===== src/rtl/msel_irq_pkg.sv =====
package msel_irq_pkg;
  localparam int NPORT  = 2;
  localparam int PIDW   = 1;
  localparam int NCAUSE = 4;
  localparam int MASKW  = NPORT * NCAUSE;

  typedef enum int unsigned {
    C_DSINT = 0,
    C_LOST  = 1,
    C_INIT  = 2,
    C_SENSE = 3
  } cause_e;

  typedef logic [NCAUSE-1:0] cause_vec_t;

  function automatic logic f_start(input logic sda_old, input logic sda_now,
                                   input logic scl_old, input logic scl_now);
    return sda_old & ~sda_now & scl_old & scl_now;
  endfunction

  function automatic logic f_stop(input logic sda_old, input logic sda_now,
                                  input logic scl_old, input logic scl_now);
    return ~sda_old & sda_now & scl_old & scl_now;
  endfunction

  function automatic logic f_lost(input logic prev_vld, input logic [PIDW-1:0] prev_id,
                                  input logic new_vld, input logic [PIDW-1:0] new_id,
                                  input logic [PIDW-1:0] port);
    return prev_vld && (prev_id == port) && !(new_vld && (new_id == prev_id));
  endfunction

  function automatic logic f_gained(input logic new_vld, input logic [PIDW-1:0] new_id,
                                    input logic [PIDW-1:0] port);
    return new_vld && (new_id == port);
  endfunction

  function automatic cause_vec_t f_capture(input cause_vec_t pend, input cause_vec_t set,
                                           input cause_vec_t mask, input logic clr);
    return (pend & ~({NCAUSE{clr}})) | (set & ~mask);
  endfunction

  function automatic logic f_drive(input cause_vec_t pend, input cause_vec_t mask,
                                   input logic t_self, input logic t_other);
    return (|(pend & ~mask)) | t_self | t_other;
  endfunction
endpackage


===== src/rtl/msel_sync.sv =====
module msel_sync #(
  parameter int            W       = 1,
  parameter int            STAGES  = 2,
  parameter logic [W-1:0]  RST_VAL = '0
) (
  input  logic         clk,
  input  logic         rst_n,
  input  logic [W-1:0] d,
  output logic [W-1:0] q
);
  logic [W-1:0] chain [STAGES];

  always_ff @(posedge clk or negedge rst_n) begin
    if (!rst_n) begin
      for (int i = 0; i < STAGES; i++) chain[i] <= RST_VAL;
    end else begin
      chain[0] <= d;
      for (int i = 1; i < STAGES; i++) chain[i] <= chain[i-1];
    end
  end

  assign q = chain[STAGES-1];
endmodule


===== src/rtl/msel_bus_sense.sv =====
module msel_bus_sense
  import msel_irq_pkg::*;
#(
  parameter int STAGES = 2
) (
  input  logic clk,
  input  logic rst_n,
  input  logic scl_raw,
  input  logic sda_raw,
  output logic busy,
  output logic start_ev,
  output logic stop_ev
);
  logic [1:0] lines_now;
  logic       scl_old, sda_old;
  logic       scl_now, sda_now;

  msel_sync #(.W(2), .STAGES(STAGES), .RST_VAL(2'b11)) u_sync (
    .clk  (clk),
    .rst_n(rst_n),
    .d    ({scl_raw, sda_raw}),
    .q    (lines_now)
  );

  assign scl_now = lines_now[1];
  assign sda_now = lines_now[0];

  always_ff @(posedge clk or negedge rst_n) begin
    if (!rst_n) begin
      scl_old <= 1'b1;
      sda_old <= 1'b1;
    end else begin
      scl_old <= scl_now;
      sda_old <= sda_now;
    end
  end

  assign start_ev = f_start(sda_old, sda_now, scl_old, scl_now);
  assign stop_ev  = f_stop(sda_old, sda_now, scl_old, scl_now);

  always_ff @(posedge clk or negedge rst_n) begin
    if (!rst_n)        busy <= 1'b0;
    else if (start_ev) busy <= 1'b1;
    else if (stop_ev)  busy <= 1'b0;
  end

  // a START makes the bus busy, a STOP makes it idle
  a_r6_start_busy: assert property (@(posedge clk) disable iff (!rst_n)
    start_ev |=> busy);
  a_r6_stop_idle: assert property (@(posedge clk) disable iff (!rst_n)
    stop_ev |=> !busy);
  a_r6_busy_needs_event: assert property (@(posedge clk) disable iff (!rst_n)
    $rose(busy) |-> $past(start_ev));
endmodule


===== src/rtl/msel_irq_port.sv =====
module msel_irq_port
  import msel_irq_pkg::*;
(
  input  logic       clk,
  input  logic       rst_n,
  input  cause_vec_t set_vec,
  input  cause_vec_t mask,
  input  logic       clr,
  input  logic       t_self,
  input  logic       t_other,
  output cause_vec_t pend,
  output logic       irq_oe
);
  always_ff @(posedge clk or negedge rst_n) begin
    if (!rst_n) pend <= '0;
    else        pend <= f_capture(pend, set_vec, mask, clr);
  end

  assign irq_oe = f_drive(pend, mask, t_self, t_other);

  // a clear with no new event empties the port
  a_r7_clear_empties: assert property (@(posedge clk) disable iff (!rst_n)
    (clr && (set_vec == '0)) |=> (pend == '0));

  for (genvar c = 0; c < NCAUSE; c++) begin : g_cause
    // a cause only appears from an unmasked event
    a_r3_capture_unmasked: assert property (@(posedge clk) disable iff (!rst_n)
      $rose(pend[c]) |-> $past(set_vec[c] & ~mask[c]));
    // an event arriving with a clear still lands
    a_r7_set_wins: assert property (@(posedge clk) disable iff (!rst_n)
      (set_vec[c] && !mask[c]) |=> pend[c]);
  end
endmodule


===== src/rtl/msel_irq_agg.sv =====
module msel_irq_agg
  import msel_irq_pkg::*;
#(
  parameter int SYNC_STAGES = 2
) (
  input  logic                  clk,
  input  logic                  rst_n,
  input  logic                  ds_int_n,
  input  logic                  scl_in,
  input  logic                  sda_in,
  input  logic                  own_chg,
  input  logic                  own_prev_vld,
  input  logic [PIDW-1:0]       own_prev_id,
  input  logic                  own_new_vld,
  input  logic [PIDW-1:0]       own_new_id,
  input  logic                  init_done,
  input  logic [PIDW-1:0]       init_id,
  input  logic                  autoinit_en,
  input  logic [MASKW-1:0]      mask,
  input  logic [NPORT-1:0]      test_self,
  input  logic [NPORT-1:0]      test_other,
  input  logic [NPORT-1:0]      clr,
  output logic [NPORT-1:0]      irq_oe,
  output logic                  bus_busy
);
  logic       ds_sync_n;
  logic       start_ev, stop_ev;
  logic       sense_arm;
  cause_vec_t set_vec  [NPORT];
  cause_vec_t mask_vec [NPORT];
  cause_vec_t pend_vec [NPORT];

  msel_sync #(.W(1), .STAGES(SYNC_STAGES), .RST_VAL(1'b1)) u_ds_sync (
    .clk  (clk),
    .rst_n(rst_n),
    .d    (ds_int_n),
    .q    (ds_sync_n)
  );

  msel_bus_sense #(.STAGES(SYNC_STAGES)) u_sense (
    .clk     (clk),
    .rst_n   (rst_n),
    .scl_raw (scl_in),
    .sda_raw (sda_in),
    .busy    (bus_busy),
    .start_ev(start_ev),
    .stop_ev (stop_ev)
  );

  assign sense_arm = own_chg && !autoinit_en && bus_busy;

  for (genvar p = 0; p < NPORT; p++) begin : g_port
    localparam logic [PIDW-1:0] PID = PIDW'(p);

    assign mask_vec[p] = mask[p*NCAUSE +: NCAUSE];

    always_comb begin
      set_vec[p]          = '0;
      set_vec[p][C_DSINT] = !ds_sync_n;
      set_vec[p][C_LOST]  = own_chg && f_lost(own_prev_vld, own_prev_id,
                                              own_new_vld, own_new_id, PID);
      set_vec[p][C_INIT]  = init_done && (init_id == PID);
      set_vec[p][C_SENSE] = sense_arm && f_gained(own_new_vld, own_new_id, PID);
    end

    msel_irq_port u_port (
      .clk    (clk),
      .rst_n  (rst_n),
      .set_vec(set_vec[p]),
      .mask   (mask_vec[p]),
      .clr    (clr[p]),
      .t_self (test_self[p]),
      .t_other(test_other[NPORT-1-p]),
      .pend   (pend_vec[p]),
      .irq_oe (irq_oe[p])
    );

    // the master that lost the bus is told so
    a_r4_lost_notify: assert property (@(posedge clk) disable iff (!rst_n)
      (own_chg && own_prev_vld && (own_prev_id == PID) &&
       !(own_new_vld && (own_new_id == PID)) && !mask[p*NCAUSE + C_LOST])
      |=> (irq_oe[p] || mask[p*NCAUSE + C_LOST]));
    // with automatic initialization the mid-transfer cause stays clear
    a_r8_no_sense_autoinit: assert property (@(posedge clk) disable iff (!rst_n)
      (autoinit_en && !pend_vec[p][C_SENSE]) |=> !pend_vec[p][C_SENSE]);
    // an init completion reaches its requester
    a_r5_init_notify: assert property (@(posedge clk) disable iff (!rst_n)
      (init_done && (init_id == PID) && !mask[p*NCAUSE + C_INIT])
      |=> pend_vec[p][C_INIT]);
  end
endmodule


===== config.mk =====
export PLATFORM = sky130hd
export DESIGN_NAME = msel_irq_agg
export DESIGN_NICKNAME = d
export VERILOG_FILES = /design/src/rtl/msel_irq_pkg.sv /design/src/rtl/msel_sync.sv /design/src/rtl/msel_bus_sense.sv /design/src/rtl/msel_irq_port.sv /design/src/rtl/msel_irq_agg.sv
export SDC_FILE = /design/constraint.sdc
export NUM_CORES = 1
export LEC_CHECK = 0
export BUFFER_PORTS_ARGS = -buffer_cell sky130_fd_sc_hd__buf_2
export CORE_AREA = 4 4 43 45
export CTS_CLUSTER_SIZE = 28
export DETAILED_ROUTE_END_ITERATION = 16
export DIE_AREA = 0 0 47 49
export PLACE_DENSITY = 0.77
export SETUP_SLACK_MARGIN = 0.4
export SLEW_MARGIN = 15
export SYNTH_ARGS = -nofsm -noshare
export SYNTH_HDL_FRONTEND = slang
export SYNTH_SLANG_ARGS = --single-unit

===== constraint.sdc =====
create_clock -name clk -period 2.1 [get_ports clk]
set_clock_uncertainty 0.05 [all_clocks]
set_input_delay 0.315 -clock clk [delete_from_list [all_inputs] [get_ports clk]]
set_output_delay 0.315 -clock clk [all_outputs]
set_load 0.005 [all_outputs]

# ---- Word level (Yosys, flattened, before mapping)
# Index checks and enable logic that the tools add are counted.
dict set report classes {
  n_reduce_logical 21
  muxes 2
  n_eq_ne 1
  bitwise 27
}
# op n
set ops {}
lappend ops {{AND 4 bit} 6}
lappend ops {{inverter 4 bit} 4}
lappend ops {{logical AND 1 bit} 15}
lappend ops {{bitwise OR 4 bit} 2}
lappend ops {{OR reduction 4 bit} 2}
lappend ops {{AND 1 bit} 6}
lappend ops {{inverter 1 bit} 5}
lappend ops {{bitwise OR 1 bit} 4}
lappend ops {{logical NOT 1 bit} 3}
lappend ops {{two-way mux 1 bit} 2}
lappend ops {{nonzero test 2 bit} 1}
lappend ops {{equality test 1 bit} 1}
dict set report word_totals {
  word_cells 60
  output_inout_bits 3
  register_bits 17
  inputBits 27
}

# ---- Logic depth before layout (Yosys ltp)
# Gate-level depths: netlist of run 1.
dict set report depth {
  word_depth 7
  ltp_mapped 4
  ltp_nobuf 3
}

# ---- Modules after synthesis
# A second synthesis of run 1 with hierarchy kept.
dict set report unflattened {
  hier_cells 69
  area_unflattened_um2 734.5
}
# module area_each_um2 cells_per_inst instances seq_area_each_um2
set by_module_without_submodules {}
lappend by_module_without_submodules {msel_irq_port 187.7 20 2 100.1}
lappend by_module_without_submodules {msel_bus_sense 123.9 10 1 77.6}
lappend by_module_without_submodules {{msel_sync at u_sense.u_sync} 120.1 6 1 105.1}
lappend by_module_without_submodules {msel_irq_agg 62.6 11 1 0.0}
lappend by_module_without_submodules {{msel_sync at u_ds_sync} 52.6 2 1 52.6}

# ---- Worst setup path after synthesis of run 1
# No wires, ideal clock.
dict set report synth_path {
  path_type {register to output}
  from {register g_port[1].u_port.pend[2]}
  to {output port irq_oe[1]}
  n_path_buf 1
  path_slack_ps 705
  arrival_ps 1030
  stages_incl_launch_ff 5
  required_time_ps 1735
  path_cell_list {dfrtp_1 -> inv_1 -> o221ai_1 -> or4_1 -> buf_4}
}
dict set report synth_between {
  elab_chain_cells 4
}
# item line_no
set synth_rtl {}
lappend synth_rtl {{start, declared} msel_irq_port.sv:11} ;# output cause_vec_t pend,
lappend synth_rtl {{start signal, assigned} msel_irq_port.sv:16} ;# else pend <= f_capture(pend, set_vec, mask, clr);
lappend synth_rtl {{AND 4 bit} msel_irq_pkg.sv:44} ;# return (|(pend & ~mask)) | t_self | t_other;
lappend synth_rtl {{OR reduction 4 bit} msel_irq_pkg.sv:44}
lappend synth_rtl {{bitwise OR 1 bit (2 in a row)} msel_irq_pkg.sv:44}
lappend synth_rtl {{end, declared} msel_irq_agg.sv:23} ;# output logic [NPORT-1:0] irq_oe,
# Every way passes these cells.

# ---- Worst setup path after layout of run 1
dict set report layout_path {
  from {register g_port[1].u_port.pend[1]}
  to {output port irq_oe[1]}
}
# Same word-level chain as after synthesis.

==> summary.md, run 1 <==
| Metric | Value |
|---|---|
| Syn nets | `83` |
| Bufs on Longest Clock Path | `2` |
| Kind of critical path | `flop to primary output` |
| Synth Area in Adders | `0%` |
| Vias per cell | `4.907` |
| Die area | `2303 um2` |
| Row count | `14` |
| DIE WIDTH | `47 um` |
| Root buffer cell | `clkbuf_4` |
| Mapped Cells | `56` |
| Worst hold stages | `1` |
| Number of enable flip-flop cells after synthesis | `0` |
| Worst endpoint data arrival time | `1.37 ns` |
| Slew Limit Fails | `0` |
| Pleak | `0.4162 nW` |
| Run status | `complete, no violations` |
| Final Cycle Share | `82.57%` |
| Most frequent cells in the layout | `29 x buf_2, 9 x dfrtp_1, 8 x dfstp_2, 5 x nand2_1, 5 x o22ai_1` |
| CTS clock-pin slew for the worst setup and hold paths | `roughly 0.090 ns` |
| Vias in the first global route | `488` |
| Post-synthesis compound-gate area fraction | `14.18%` |
| Ys async rst share | `100.0%` |
| Starting Density | `44.98%` |
| Fillers | `145` |
| Detailed placement HPWL | `1.063 mm` |
| Mapped Area | `between 600 and 700 um2` |
| Port Buffers | `29` |
| F_max | `576.7 MHz` |
| Final Hold Vio Count | `0` |
| Clk_lat worst skew | `0.28 ns` |
| #FFs+latches synth | `17` |
| Reg-to-Reg Start | `u_sense.u_sync.q[1]$_DFF_PN1_` |
| Worst hold slack | `between 0.07 and 0.08 ns` |
| DR pass1 iterations | `4` |
| Post-synthesis simple-gate area fraction | `13.80%` |
| CTS tree | `built` |
| Max-slew headroom | `76.00%` |
| GP Congestion | `0.6809` |
| Worst Hold End | `u_ds_sync.chain[1]$_DFF_PN1_` |
| TritonCTS Buffers | `3` |
| DR WL/cell | `12.42 um` |
| Antenna violations before repair | `0` |
| Mapped Avg Cell Area | `11.82 um2` |
| Count of different cell masters after synthesis | `19` |
| Minimum clock period | `between 1.5 and 2 ns` |
| Pwr Density | `between 600 and 700 nW/um2` |
| Multi-input gate area | `about 190 um2` |
| Worst Path Required | `1.74 ns` |
| Finish-stage setup viols | `0` |
| R2r worst-path depth | `3` |
| Crit path capture type | `primary output` |
| Worst r2r dst | `u_sense.busy$_DFFE_PN0P_` |
| Sink Count | `17` |
| 1st-iter DRT viols | `3` |
| Reg-to-reg slack, setup | `1.08 ns` |
| Synth Area in XOR/XNOR | `0%` |
| Setup TNS | `0 ns` |
| DRC viols | `0` |
| VDD IR max | `0.0004710 V` |
| Slew @ Worst Pin | `roughly 0.36 ns` |
| H-Tree Level Count | `1` |
| Fin util | `59.69%` |
| RSZ-0062 raised after global routing | `yes` |
| Main combinational cell family by area after synthesis | `compound AO/OA/AOI/OAI gates` |
| Top FF cell, synth | `dfrtp_1` |
| Register cell area after layout | `435.4 um2` |
| Sequential area share after synthesis | `between 60% and 70%` |
| Nets | `approximately 120` |
| DIE HEIGHT | `between 40 and 50 um` |
| Pin count of the biggest net entering global routing | `18` |
| Global-route wire length before repair | `2.076 mm` |
| Worst-path fanout max | `2` |
| Synth-to-layout area growth | `32.70%` |
| Core area | `1471 um2` |
| Type of the most critical hold path | `input pin to flop` |
| Final wirelength | `between 1 and 1.5 mm` |
| Total congestion overflow | `0` |
| Commonest non-fill, non-tap cell in the layout | `buf_2` |
| Tot GR Track Use | `12.45%` |
| Routed Antenna Nets | `0` |
| Worst Setup Start Kind | `flop` |
| Routed vias | `between 500 and 600` |
| IO Pins | `30` |
| Mux cell area share after synthesis | `0%` |
| Layout cell share with drive strength beyond 1 | `between 50% and 60%` |
| HP Start | `ds_int_n` |
| Max Cap Viol | `0` |
| Yosys warnings | `0` |
| Antenna diodes | `0` |
[worst max path at each step]
stage | endpoint | cells after the start | startpoint
finish | irq_oe[1] | 4 | g_port[1].u_port.pend[1]$_DFF_PN0_
global route | irq_oe[1] | 4 | g_port[1].u_port.pend[1]$_DFF_PN0_
CTS | irq_oe[1] | 4 | g_port[1].u_port.pend[1]$_DFF_PN0_
floorplan | irq_oe[1] | 4 | g_port[1].u_port.pend[2]$_DFF_PN0_
detailed placement | irq_oe[1] | 5 | mask[5]
global placement | irq_oe[1] | 5 | mask[5]
[through the flow]
stage / cells / instance area, um2 / setup WS [ns] / power (mW)
final: 107 / 878.3 / 0.3661 / 0.5981
after global routing: 107 / 878.3 / 0.2947 / 0.6292
after CTS: 104 / 849.6 / 0.3410 / 0.6038
after detailed placement: 99 / 812.0 / 0.5988 / 0.4328
after global placement: 99 / 812.0 / 0.6041 / 0.4290
after floorplan: 56 / 661.9 / 0.7054 / 0.3911
[power by group]
group / internal [mW] / total (mW) / leakage, nW / switching (mW)
sequential: 0.351 / 0.361 / 0.203 / 0.00950
combinational: 0.0387 / 0.0718 / 0.196 / 0.0331
clock: 0.0707 / 0.165 / 0.0177 / 0.0947
total: 0.461 / 0.598 / 0.416 / 0.137
[metal layers]
metal	vias to the layer above	track usage (%)	share of wire [%]
met3	2	2.583	8.7
li1	264	-	-
met5	-	0	0
met1	239	17.41	41
met4	0	5.530	0.38
met2	20	18.10	50
[worst max-delay path, cell delays in order, from the launching register on]
cell,delay [ns]
dfrtp_1,0.39
nand2b_1,0.10
o221ai_2,0.08
or4_1,0.38
buf_2,0.14
[cell families (layout without fill, tap and decap cells)]
| family | after synthesis | in the layout |
|---|---|---|
| AND/OR/NAND/NOR | 17 | 17 |
| buffers and inverters | 9 | 44 |
| flip-flops | 17 | 17 |
| AO/OA/AOI/OAI | 13 | 13 |
[synth_stat cells (2+ instances only)]
cell type | number | share of area [%]
inv_1 | 6 | 3.4
buf_4 | 2 | 2.3
dfrtp_1 | 9 | 34
nand3b_1 | 2 | 2.3
nor2_1 | 3 | 1.7
nand2_1 | 5 | 2.8
or4_1 | 2 | 2.3
o22ai_1 | 5 | 4.7
dfstp_2 | 8 | 32
o21ai_0 | 2 | 1.5
nand2b_1 | 4 | 3.8
[area by class of cell]
class                   instances  share of cell area, %
repair buffers                 33                  20.23
inverters                       7                  2.991
clock buffers                   3                  2.564
flip-flops and latches         17                  49.57
well taps                      16                  2.279
multi-input cells              30                  21.79
clock inverters                 1                 0.5698
[registers in the layout (all words and copies together) (netlist names)]
| register | count |
|---|---|
| u_ds_sync.chain | 1 |
| u_sense.busy | 1 |
| u_sense.scl_old | 1 |
| u_sense.u_sync.q | 2 |
| u_ds_sync.q | 1 |
| u_sense.sda_old | 1 |
| g_port.u_port.pend | 8 |
| u_sense.u_sync.chain | 2 |
[repair_timing]
item                                    in CTS  in global routing
endpoints found under the setup margin       2                  2
hold buffers                                 1                  0
gates resized for setup                      2                  2
cloned                                       0                  0
endpoints found under the hold margin        9                  0
buffers inserted                             0                  3
No activity file was read; power rests on OpenSTA's default activity.
==> run 2: changes to the inputs <==
Settings changed: CORE_AREA 4 4 43 45 to 4 4 45 47, DIE_AREA 0 0 47 49 to 0 0 49 51, PLACE_DENSITY 0.77 to 0.7.
Clock period 2.1 ns to 1.78 ns, I/O delays scaled along.
==> run 2 against run 1 <==
Hold slack gained 0.036 ns. Cell count is 0.93% higher. Global-route usage is 2.5 points lower. Count of clock-buffer cells in the layout unchanged. Critical path type unchanged. Critical endpoint unchanged.
==> summary.md, run 2 (synthesis gave the netlist of run 1 again) <==
| Metric | Value |
|---|---|
| DR pass1 iterations | `1` |
| Clk_lat worst skew | `about 0.28 ns` |
| Detailed placement HPWL | `984.1 um` |
| Worst Path Required | `1.46 ns` |
| Pleak | `about 0.41 nW` |
| Setup TNS | `0 ns` |
| DIE HEIGHT | `51 um` |
| Sink Count | `17` |
| Nets | `119` |
| Combinational share of power | `12.1%` |
| Root buffer cell | `clkbuf_4` |
| HP Start | `mask[4]` |
| Commonest non-fill, non-tap cell in the layout | `buf_2` |
| Final wirelength | `1.251 mm` |
| Max-slew headroom | `76.66%` |
| Largest Register | `g_port.u_port.pend` |
| Starting Density | `40.08%` |
| Synth-to-layout area growth | `34.03%` |
| Kind of critical path | `flop to primary output` |
| DR WL/cell | `between 10 and 15 um` |
| Worst endpoint data arrival time | `1.36 ns` |
| Pin count of the biggest net entering global routing | `18` |
| Worst-path fanout max | `2` |
| Run status | `complete, no violations` |
| H-Tree Level Count | `1` |
| Layout cell share with drive strength beyond 1 | `between 50% and 60%` |
| 1st-iter DRT viols | `0` |
| VDD IR max | `0.0006071 V` |
| CTS clock-pin slew for the worst setup and hold paths | `0.10 ns` |
| Worst hold stages | `2` |
| GP Congestion | `a little under 0.8` |
| CTS tree | `built` |
| R2r worst-path depth | `3` |
| Reg-to-Reg Start | `u_sense.u_sync.q[1]$_DFF_PN1_` |
| P_int | `between 500 and 600 uW` |
| Pwr Density | `796.7 nW/um2` |
| Port Buffers | `29` |
| Setup bufs post-CTS | `0` |
| Seq pwr share | `around three fifths` |
| Vias per cell | `~4.8` |
| Sw Share | `22.90%` |
| Worst Setup Start Kind | `flop` |
| Net Switching | `161.8 uW` |
| DRC viols | `0` |
| Vias in the first global route | `442` |
| Most frequent cells in the layout | `29 x buf_2, 9 x dfrtp_1, 8 x dfstp_2, 5 x nand2_1, 5 x o22ai_1` |
| F_max | `596.4 MHz` |
| Global-route wire length before repair | `1.849 mm` |
| Antenna diodes | `0` |
| Slew @ Worst Pin | `0.3501 ns` |
| Bufs on Longest Clock Path | `2` |
| Antenna violations before repair | `0` |
| Type of the most critical hold path | `input pin to flop` |
| IO Pins | `30` |
| Core area | `1652 um2` |
| Minimum clock period | `roughly 1.7 ns` |
| Clock power share | `27.9%` |
| Die area | `approximately 2500 um2` |
| Routed Antenna Nets | `0` |
| DIE WIDTH | `49 um` |
| RSZ-0062 raised after global routing | `yes` |
| TritonCTS Buffers | `3` |
| Tot GR Track Use | `9.907%` |
| Finish-stage setup viols | `0` |
| Final Cycle Share | `94.19%` |
| Largest register FFs | `8` |
| Setup crit start | `g_port[1].u_port.pend[2]$_DFF_PN0_` |
| Final Hold Vio Count | `0` |
| Crit path capture type | `primary output` |
| Row count | `15` |
| Design Area, Final | `a little under 900 um2` |
| Slew Limit Fails | `0` |
| Max Cap Viol | `0` |
| Routed vias | `519` |
| Placed Area | `813.3 um2` |
| Total congestion overflow | `0` |
## run 2: through the flow
stage	hold WS, ns	setup WS, ns	cells	util, %	power, mW
finish	0.1071	0.1034	108	53.71	0.7067
floorplan	-0.07859	0.4334	56	-	0.4614
global route	0.1017	0.02697	108	53.71	0.7479
detailed placement	0.1499	0.3837	100	49.24	0.5094
global placement	0.1513	0.3895	100	49.24	0.5066
CTS	0.01007	0.07498	105	51.52	0.7116
## run 2: worst paths after layout
| path | endpoint | slack (ns) |
|---|---|---|
| max in group asynchronous | u_sense.scl_old$_DFF_PN1_ | 1.01 |
| min in group asynchronous | g_port[1].u_port.pend[2]$_DFF_PN0_ | 0.36 |
| worst min register to register | u_ds_sync.q$_DFF_PN1_ | 0.31 |
| worst max register to register | u_sense.busy$_DFFE_PN0P_ | 0.80 |
| worst max-delay path | irq_oe[1] | 0.10 |
| worst min-delay path | g_port[1].u_port.pend[0]$_DFF_PN0_ | 0.11 |
## run 2: critical path, cell delays in order, from the launching register on
cell,delay (ns)
dfrtp_1,0.37
inv_1,0.08
o221ai_2,0.10
or4_1,0.38
buf_2,0.14
## run 2: per-layer routing
layer	track usage (%)	wire length (um)	part of all wire, %	up-vias
met2	15.43	606	48	21
met3	6.414	122	9.8	0
met5	0	0	0	-
li1	-	-	-	264
met4	2.691	0	0	0
met1	11.17	522	42	234
## run 2: power by group through the flow
| stage | Sequential, mW | Clock (mW) | Combinational (mW) |
|---|---|---|---|
| after floorplan | 0.428 | 0 | 0.0330 |
| after global placement | 0.430 | 0 | 0.0766 |
| after detailed placement | 0.431 | 0 | 0.0785 |
| after CTS | 0.425 | 0.207 | 0.0804 |
| after global routing | 0.427 | 0.226 | 0.0949 |
| final | 0.424 | 0.197 | 0.0854 |
## run 2: repair_timing
| item | 4_1_cts | 5_1_grt |
|---|---|---|
| endpoints found under the hold margin | 9 | 3 |
| gates resized for setup | 1 | 2 |
| endpoints found under the setup margin | 2 | 2 |
| hold buffers | 1 | 3 |
## run 2: final cells by class
type,instances,area [um2]
clock inverter,1,5.005
timing repair buffer,33,185.2
clock buffer,3,22.52
tap,17,21.27
fill,155,764.5
inverter,7,26.28
sequential,17,435.4
multi-input combinational,30,191.4
==> run 3: changes to the inputs <==
Settings changed: GPL_TIMING_DRIVEN set to 0.
==> run 3 against run 2 <==
Core utilization down 0.98 points. Highest routed layer is now met4. Flip-flop and latch count unchanged. Global-route usage up 0.55 points. Hold slack worse by 0.082 ns. Critical path depth up 1. Register-to-register slack about the same. Fmax down 6.0%. The flow now finishes with violations (negative setup slack). Non-clock buffer count down 1. Clock power about the same. Largest cell class unchanged. Setup slack worse by 0.11 ns. Die area unchanged.
==> summary.md, run 3 (synthesis gave the netlist of run 1 again) <==
| Metric | Value |
|---|---|
| GP Congestion | `0.7401` |
| Antenna violations before repair | `0` |
| HP Start | `sda_in` |
| CTS tree | `built` |
| CP Capture Point | `irq_oe[1]` |
| DIE HEIGHT | `51 um` |
| Most frequent cells in the layout | `29 x buf_2, 9 x dfrtp_1, 8 x dfstp_2` |
| Layout cell share with drive strength beyond 1 | `51.11%` |
| Worst r2r dst | `u_sense.busy$_DFFE_PN0P_` |
| Reg-to-reg slack, setup | `0.80 ns` |
| IO Pins | `30` |
| Antenna diodes | `0` |
| Fin util | `52.73%` |
| RSZ-0062 raised after global routing | `yes` |
| Setup bufs post-CTS | `0` |
| Kind of critical path | `flop to primary output` |
| Worst Path Required | `approximately 1.5 ns` |
| Pleak | `0.4080 nW` |
| Bufs on Longest Clock Path | `2` |
| Tot GR Track Use | `10.46%` |
| Max Cap Viol | `0` |
| Synth-to-layout area growth | `31.57%` |
| Global-route wire length before repair | `2.042 mm` |
| Slew @ Worst Pin | `0.3603 ns` |
| Place WS | `roughly 0.28 ns` |
| CTS clock-pin slew for the worst setup and hold paths | `approximately 0.09 ns` |
| Fillers | `157` |
| Slew Limit Fails | `0` |
| TritonCTS Buffers | `3` |
| Largest Register | `g_port.u_port.pend` |
| Starting Density | `40.08%` |
| H-Tree Level Count | `1` |
| Pwr Density | `807.1 nW/um2` |
| Row count | `15` |
| Worst endpoint data arrival time | `around 1.5 ns` |
| Pin count of the biggest net entering global routing | `18` |
| Vias in the first global route | `505` |
| Final wirelength | `about 1.3 mm` |
| Routed vias | `528` |
| Detailed placement HPWL | `~1.0 mm` |
| Port Buffers | `29` |
| Setup TNS | `-0.003038 ns` |
| Total congestion overflow | `0` |
| Finish-stage setup viols | `1` |
| Root buffer cell | `clkbuf_4` |
| Worst Setup Start Kind | `flop` |
| Minimum clock period | `1.783 ns` |
| DRC viols | `0` |
| Worst-path fanout max | `2` |
| VDD IR max | `0.0005482 V` |
| F_max | `roughly 560 MHz` |
| Vias per cell | `4.935` |
| Sink Count | `17` |
| Setup crit start | `g_port[1].u_port.pend[1]$_DFF_PN0_` |
| Reg-to-Reg Start | `u_sense.u_sync.q[1]$_DFF_PN1_` |
| Nets | `118` |
| Failing checks | `negative setup slack` |
| Final WS setup | `-0.003038 ns` |
| DIE WIDTH | `49 um` |
| Crit path capture type | `primary output` |
| Clk_lat worst skew | `roughly 0.28 ns` |
| Largest register FFs | `8` |
| DR pass1 iterations | `2` |
| DR WL/cell | `11.72 um` |
| Core area | `1652 um2` |
| Die area | `2499 um2` |
| 1st-iter DRT viols | `1` |
| Type of the most critical hold path | `input pin to flop` |
| Routed Antenna Nets | `0` |
| Commonest non-fill, non-tap cell in the layout | `buf_2` |
| Run status | `complete, but fails checks` |
| Max-slew headroom | `75.98%` |
| Final Hold Vio Count | `0` |
| Final Cycle Share | `100.2%` |
| R2r worst-path depth | `3` |
run 3: cell types whose count changed in the layout (fill, tap and decap cells not counted):
cell / change
dlygate4sd3_1: -3
clkinv_2: -1
clkbuf_1: +1
inv_1: +1
inv_2: -1
buf_4: +2
run 3: what timing repair did:
action                                  in CTS  in global routing
hold buffers                                 1                  0
endpoints found under the hold margin        9                  0
endpoints found under the setup margin       2                  2
resized for setup                            1                  1
run 3: per-layer routing:
layer  vias up  GRT usage [%]  wire length, um
li1        261              -                -
met1       248          12.08              528
met2        17          17.39              607
met3         2          3.207              104
met4         0          5.381               12
met5         -              0                0
run 3: where the power goes:
| part | switching [mW] | internal [mW] |
|---|---|---|
| clock network | 0.108 | 0.0868 |
| logic | 0.0378 | 0.0459 |
| registers | 0.00989 | 0.415 |
run 3: critical path, cell delays in order, from the launching register on:
cell	delay, ns
dfrtp_1	0.38
nand2b_1	0.09
o221ai_2	0.08
or4_1	0.39
buf_4	0.14
buf_2	0.11
run 3: how the worst min path moves through the flow:
stage                                         end  slack (ns)  cells past startpoint
2_1_floorplan  g_port[0].u_port.pend[0]$_DFF_PN0_       -0.08                      0
3_3_place_gp   g_port[0].u_port.pend[2]$_DFF_PN0_        0.15                      1
3_5_place_dp   g_port[1].u_port.pend[2]$_DFF_PN0_        0.15                      1
4_1_cts              u_ds_sync.chain[1]$_DFF_PN1_        0.02                      1
5_1_grt              u_ds_sync.chain[1]$_DFF_PN1_       0.005                      1
6_report        u_sense.u_sync.chain[2]$_DFF_PN1_        0.03                      1
run 3: final cells by class:
cell class / instances / area (um2) / area share, %
multi-input cells: 30 / 191.4 / 21.98
inverters: 7 / 26.28 / 3.017
clock buffers: 4 / 26.28 / 3.017
repair buffers: 30 / 155.1 / 17.82
flip-flops and latches: 17 / 435.4 / 50.00
plain buffers: 2 / 15.01 / 1.724
well taps: 17 / 21.27 / 2.443
run 3: per-stage QoR:
stage / total power, mW / area, um2 / instances / hold WS, ns
3_5_place_dp: 0.5132 / 828.3 / 102 / 0.1511
2_1_floorplan: 0.4614 / 661.9 / 56 / -0.07859
4_1_cts: 0.7128 / 864.6 / 107 / 0.01720
5_1_grt: 0.7457 / 870.8 / 107 / 0.004880
6_report: 0.7029 / 870.8 / 107 / 0.02508
3_3_place_gp: 0.5104 / 828.3 / 102 / 0.1475
